==> src/rtl/raster_pkg.sv <==
package raster_pkg;

  // Number of colour bars across the visible width; the colour code is 3 bits.
  localparam int unsigned BAR_COUNT = 8;
  localparam int unsigned BAR_IDX_W = 3;

  typedef struct packed {
    logic r;
    logic g;
    logic b;
  } rgb_t;

  localparam rgb_t RGB_BLACK = '{r: 1'b0, g: 1'b0, b: 1'b0};
  localparam rgb_t RGB_WHITE = '{r: 1'b1, g: 1'b1, b: 1'b1};

  // Bar 0 is white, the last bar is black: the colour code counts down.
  function automatic rgb_t bar_to_rgb(input logic [BAR_IDX_W-1:0] idx);
    logic [BAR_IDX_W-1:0] code;
    code = ~idx;
    return '{r: code[2], g: code[1], b: code[0]};
  endfunction

endpackage

==> src/rtl/raster_axis_ctr.sv <==
// One axis of the raster: a wrapping counter with its visible decode
// and its raw (unregistered) active-low sync window.
module raster_axis_ctr #(
  parameter int unsigned CNT_W = 10,
  parameter int unsigned VIS   = 640,
  parameter int unsigned FP    = 16,
  parameter int unsigned SYNC  = 96,
  parameter int unsigned BP    = 48
) (
  input  logic             clk,
  input  logic             rst_n,
  input  logic             step,
  output logic [CNT_W-1:0] cnt,
  output logic             at_last,
  output logic             in_vis,
  output logic             sync_raw_n
);

  localparam int unsigned TOTAL    = VIS + FP + SYNC + BP;
  localparam int unsigned SYNC_BEG = VIS + FP;
  localparam int unsigned SYNC_END = SYNC_BEG + SYNC;

  localparam logic [CNT_W-1:0] LAST_C = CNT_W'(TOTAL - 1);
  localparam logic [CNT_W-1:0] VIS_C  = CNT_W'(VIS);
  localparam logic [CNT_W-1:0] SBEG_C = CNT_W'(SYNC_BEG);
  localparam logic [CNT_W-1:0] SEND_C = CNT_W'(SYNC_END);

  always_ff @(posedge clk) begin
    if (!rst_n) begin
      cnt <= '0;
    end else if (step) begin
      if (cnt == LAST_C) cnt <= '0;
      else               cnt <= cnt + 1'b1;
    end
  end

  always_comb begin
    at_last    = (cnt == LAST_C);
    in_vis     = (cnt < VIS_C);
    sync_raw_n = !((cnt >= SBEG_C) && (cnt < SEND_C));
  end

endmodule

==> src/rtl/raster_color_sel.sv <==
// Picks the ungated colour for the current pixel: white field or bars.
module raster_color_sel
  import raster_pkg::*;
#(
  parameter int unsigned CNT_W = 10,
  parameter int unsigned H_VIS = 640
) (
  input  logic [CNT_W-1:0] h_count,
  input  logic             bar_mode,
  output rgb_t             pix
);

  localparam int unsigned BAR_W = H_VIS / BAR_COUNT;

  logic [BAR_COUNT-2:0]  past_edge;
  logic [BAR_IDX_W-1:0]  bar_idx;

  // One comparator per interior bar edge.
  for (genvar k = 1; k < BAR_COUNT; k++) begin : g_edge
    assign past_edge[k-1] = (h_count >= CNT_W'(k * BAR_W));
  end

  always_comb begin
    bar_idx = '0;
    for (int k = 0; k < BAR_COUNT - 1; k++) begin
      if (past_edge[k]) bar_idx = bar_idx + 1'b1;
    end
  end

  always_comb begin
    if (bar_mode) pix = bar_to_rgb(bar_idx);
    else          pix = RGB_WHITE;
  end

endmodule

==> src/rtl/raster_out_stage.sv <==
// Gates colour with video-on and registers colour and sync together.
module raster_out_stage
  import raster_pkg::*;
(
  input  logic clk,
  input  logic rst_n,
  input  logic video_on,
  input  rgb_t pix,
  input  logic hs_raw_n,
  input  logic vs_raw_n,
  output logic red,
  output logic green,
  output logic blue,
  output logic hsync_n,
  output logic vsync_n
);

  rgb_t gated;

  always_comb begin
    gated.r = pix.r & video_on;
    gated.g = pix.g & video_on;
    gated.b = pix.b & video_on;
  end

  always_ff @(posedge clk) begin
    if (!rst_n) begin
      red     <= 1'b0;
      green   <= 1'b0;
      blue    <= 1'b0;
      hsync_n <= 1'b1;
      vsync_n <= 1'b1;
    end else begin
      red     <= gated.r;
      green   <= gated.g;
      blue    <= gated.b;
      hsync_n <= hs_raw_n;
      vsync_n <= vs_raw_n;
    end
  end

endmodule

==> src/rtl/raster_video_top.sv <==
module raster_video_top
  import raster_pkg::*;
#(
  parameter int unsigned CNT_W  = 10,
  parameter int unsigned H_VIS  = 640,
  parameter int unsigned H_FP   = 16,
  parameter int unsigned H_SYNC = 96,
  parameter int unsigned H_BP   = 48,
  parameter int unsigned V_VIS  = 480,
  parameter int unsigned V_FP   = 10,
  parameter int unsigned V_SYNC = 2,
  parameter int unsigned V_BP   = 33
) (
  input  logic             clk,
  input  logic             rst_n,
  input  logic             bar_mode,
  output logic             hsync_n,
  output logic             vsync_n,
  output logic             video_on,
  output logic [CNT_W-1:0] h_count,
  output logic [CNT_W-1:0] v_count,
  output logic             red,
  output logic             green,
  output logic             blue
);

  logic h_last, h_vis, h_sync_raw_n;
  logic v_last, v_vis, v_sync_raw_n;
  rgb_t pix;

  raster_axis_ctr #(
    .CNT_W(CNT_W), .VIS(H_VIS), .FP(H_FP), .SYNC(H_SYNC), .BP(H_BP)
  ) u_hctr (
    .clk(clk), .rst_n(rst_n), .step(1'b1),
    .cnt(h_count), .at_last(h_last), .in_vis(h_vis), .sync_raw_n(h_sync_raw_n)
  );

  raster_axis_ctr #(
    .CNT_W(CNT_W), .VIS(V_VIS), .FP(V_FP), .SYNC(V_SYNC), .BP(V_BP)
  ) u_vctr (
    .clk(clk), .rst_n(rst_n), .step(h_last),
    .cnt(v_count), .at_last(v_last), .in_vis(v_vis), .sync_raw_n(v_sync_raw_n)
  );

  assign video_on = h_vis & v_vis;

  raster_color_sel #(.CNT_W(CNT_W), .H_VIS(H_VIS)) u_color (
    .h_count(h_count), .bar_mode(bar_mode), .pix(pix)
  );

  raster_out_stage u_out (
    .clk(clk), .rst_n(rst_n), .video_on(video_on), .pix(pix),
    .hs_raw_n(h_sync_raw_n), .vs_raw_n(v_sync_raw_n),
    .red(red), .green(green), .blue(blue),
    .hsync_n(hsync_n), .vsync_n(vsync_n)
  );

endmodule

==> config.mk <==
export PLATFORM = sky130hd
export DESIGN_NAME = raster_video_top
export DESIGN_NICKNAME = d
export VERILOG_FILES = /design/src/rtl/raster_pkg.sv /design/src/rtl/raster_axis_ctr.sv /design/src/rtl/raster_color_sel.sv /design/src/rtl/raster_out_stage.sv /design/src/rtl/raster_video_top.sv
export SDC_FILE = /design/constraint.sdc
export NUM_CORES = 1
export LEC_CHECK = 0
export BUFFER_PORTS_ARGS = -buffer_cell sky130_fd_sc_hd__buf_4
export CELL_PAD_IN_SITES_DETAIL_PLACEMENT = 0
export CELL_PAD_IN_SITES_GLOBAL_PLACEMENT = 1
export CORE_AREA = 5 5 62 77
export DETAILED_ROUTE_END_ITERATION = 8
export DIE_AREA = 0 0 67 82
export HOLD_SLACK_MARGIN = 0.12
export PLACE_DENSITY = 0.86
export SLEW_MARGIN = 10
export SYNTH_ARGS = -nofsm -noshare
export SYNTH_HDL_FRONTEND = slang
export SYNTH_SLANG_ARGS = --single-unit
==> constraint.sdc <==
create_clock -name clk -period 4.69 [get_ports clk]
set_input_delay 0.938 -clock clk [delete_from_list [all_inputs] [get_ports clk]]
set_output_delay 0.938 -clock clk [all_outputs]
set_load 0.01 [all_outputs]
==> results.cfg <==
[worst_setup_path]
cpMostUsedCell = ha_1
cp.required_ps = 4860
worstPathArrival_ps = 3940
worst_path_max_delay_cell = dfxtp_1
endpoint_kind = flop
cpPeakStageDelay_ps = 670
crit_fanout = 17
startpoint_type = flop
path_class = reg2reg
path_cells = o21ai_0 > nand2_1 > inv_1 > ha_1 > a21boi_0 > nor2_1 > ha_1 > mux2i_1 > inv_1 > ha_1 > nor2_1 > a21oi_1 > xor2_1 > mux2i_1 > ha_1 > nand2_1 > nor2_1 > xor2_1 > xnor2_1 > xnor2_1 > a21oi_1

[place]
hpwl_um = 2420
io_buffers = 28
gp_congestion = 0.775
place_area_sq_um = 1770
dp_slack_ps = 938

[pwr]
p_switching_mw = 0.0788
combinationalPowerShare_pct = 4.8
total_power_mw = 0.363
p_per_area_nw_per_um2 = 200
ir_worst_vdd_uv = 91.5
p_clk_share_pct = 35.0
swShare_pct = 21.7
p_leak_nw = 0.783
p_seq_share_pct = 60.2
p_int_mw = 0.285

[logic_synthesis]
synth_cell_types = 43
synth_top_area_share_pct = 33.0
yosysWarnings = 0
ys_seq_area_share_pct = 33.0
synth_area_sq_um = 1520
syn_area_per_cell_sq_um = 8.07
ys.flop_type = dfxtp_1
synth_nets = 200
synth.area.top_cells = dfxtp_1 (33%), ha_1 (7.4%), xor2_1 (6.9%)
synth_cells = 188
yosysTopAreaCell = dfxtp_1
synth_edf_count = 0
ys_ff_latch = 25
async_flop_share_pct = 0

[floorplanning]
io_pins = 29
initial_utilization_pct = 37.9
fp-row-count = 26
die_area_sq_um = 5490
fp.dieH_um = 82
coreArea_sq_um = 4000
die_x_um = 67

[drt]
drt_pre_antenna_iters = 4
final_antenna_net_count = 0
drt-wirelength-per-cell_um = 11.9
vias = 1333
drc = 0
vias_per_cell = 4.97
wl_um = 3180
drt_iter0_markers = 94

[timing]
finClkSkew_ps = 2.05
slew_viol_final = 0
fin_ws_ps = 920
hold_viol = 0
max_slew_margin_pct = 50.7
whs_ps = 494
setup_tns_ps = 0
clock.fmax_ghz = 0.265
setup_viol = 0
rsz0062_at_grt = false
tightest_slew_ps = 733
min_period_ps = 3770
timing.final.crit_share_pct = 80.4

[cells_and_area]
fin_area_sq_um = 1820
drive_gt1_share_pct = 18.4
final_common_cell = buf_4
insertedDiodeCount = 0
area_growth_pct = 19.6
layout_common_cells = buf_4 (30), nor2_1 (25), dfxtp_1 (25), nand2_1 (15), xor2_1 (12)
layout.nets = 225

[clocking]
clk_pin_slew_ps = 80
cts_hold_buf = 0
htree_levels = 1
cts_tree = yes
clkLatencyLatePin_ps = 270
clock-sinks = 25
post_cts_resized = 0
cts_setup_buffers = 0
clk_path_buf_depth = 2
cts_buffers = 3
cts-root-buf = clkbuf_8

[hold_path]
hp-class = reg2reg

[global_route]
grt_pass1_vias = 1254
grt_antenna_before_repair = 0
grtUsageTotal_pct = 12.8
grt_max_degree = 18
grt_pass1_wl_um = 5490
overflow = 0

[run]
maxCapViolCount = 0

[outcome]
status = finished clean
-- sequential cells by signal, summed over array words and instances (netlist names) --
register / cells
u_out.green: 1
u_out.blue: 1
u_hctr.cnt: 10
u_out.hsync_n: 1
u_out.vsync_n: 1
u_vctr.cnt: 10
u_out.red: 1
-- power groups by stage --
stage	Sequential [mW]	Clock [mW]	Combinational, mW
2_1_floorplan	0.225	0	0.00710
3_3_place_gp	0.224	0	0.0177
3_5_place_dp	0.224	0	0.0177
4_1_cts	0.219	0.132	0.0178
5_1_grt	0.220	0.139	0.0197
6_report	0.219	0.127	0.0174
-- synth_stat cells (3+ instances only) --
master	n
nor3_1	9
nor2_1	25
nand2_1	15
nand4_1	5
a21oi_1	7
and2_1	3
or3_1	3
o21ai_0	7
nor2b_1	3
dfxtp_1	25
ha_1	9
nand3_1	8
xor2_1	12
xnor2_1	10
clkbuf_1	8
inv_1	8
-- per-layer routing --
metal  track usage, %  up-vias  part of all wire (%)
met5                0        -                     0
met4             6.69        0                   2.7
met3             1.37        7                   2.5
met2             23.1       20                    52
met1             14.4      614                    43
li1                 -      692                     -
-- logic make-up after synthesis --
group                    count (synthesis)  synth area share, %
buffers and inverters                   18                 4.78
AO/OA/AOI/OAI                           28                 12.1
multiplexers                             2                 1.32
flip-flops                              25                 33.0
XOR/XNOR                                23                 13.8
adder cells (fa/ha/maj)                  9                 7.42
AND/OR/NAND/NOR                         83                 27.6
-- worst paths after layout --
| kind | depth (start not counted) | endpoint | slack (ps) | start |
|---|---|---|---|---|
| max | 21 | u_out.red | 920 | u_hctr.cnt[7] |
| min | 1 | u_hctr.cnt[0] | 490 | u_hctr.cnt[0] |
| max reg2reg | 21 | u_out.red | 920 | u_hctr.cnt[7] |
| min reg2reg | 1 | u_hctr.cnt[0] | 490 | u_hctr.cnt[0] |
-- critical path: cells and delay by family, from the launching register on --
family | cells | cell delay (ps)
buf+inv | 2 | 120
mux | 2 | 370
flops | 1 | 670
simple gates | 5 | 560
xor+xnor | 4 | 600
fa+ha+maj | 4 | 910
compound gates | 4 | 430
-- through the flow --
stage	utilization [%]	instances
floorplan	-	188
global placement	44.2	264
detailed placement	44.2	264
CTS	45.4	268
global route	45.4	268
finish	45.4	268
-- cell type report --
class	count	area [sq um]
flip-flops and latches	25	500
inverters	8	30.0
multi-input cells	145	945
well taps	56	70.1
clock buffers	4	45.0
fillers	428	2190
repair buffers	30	225
Note: power is estimated with default switching activity, not from simulation.
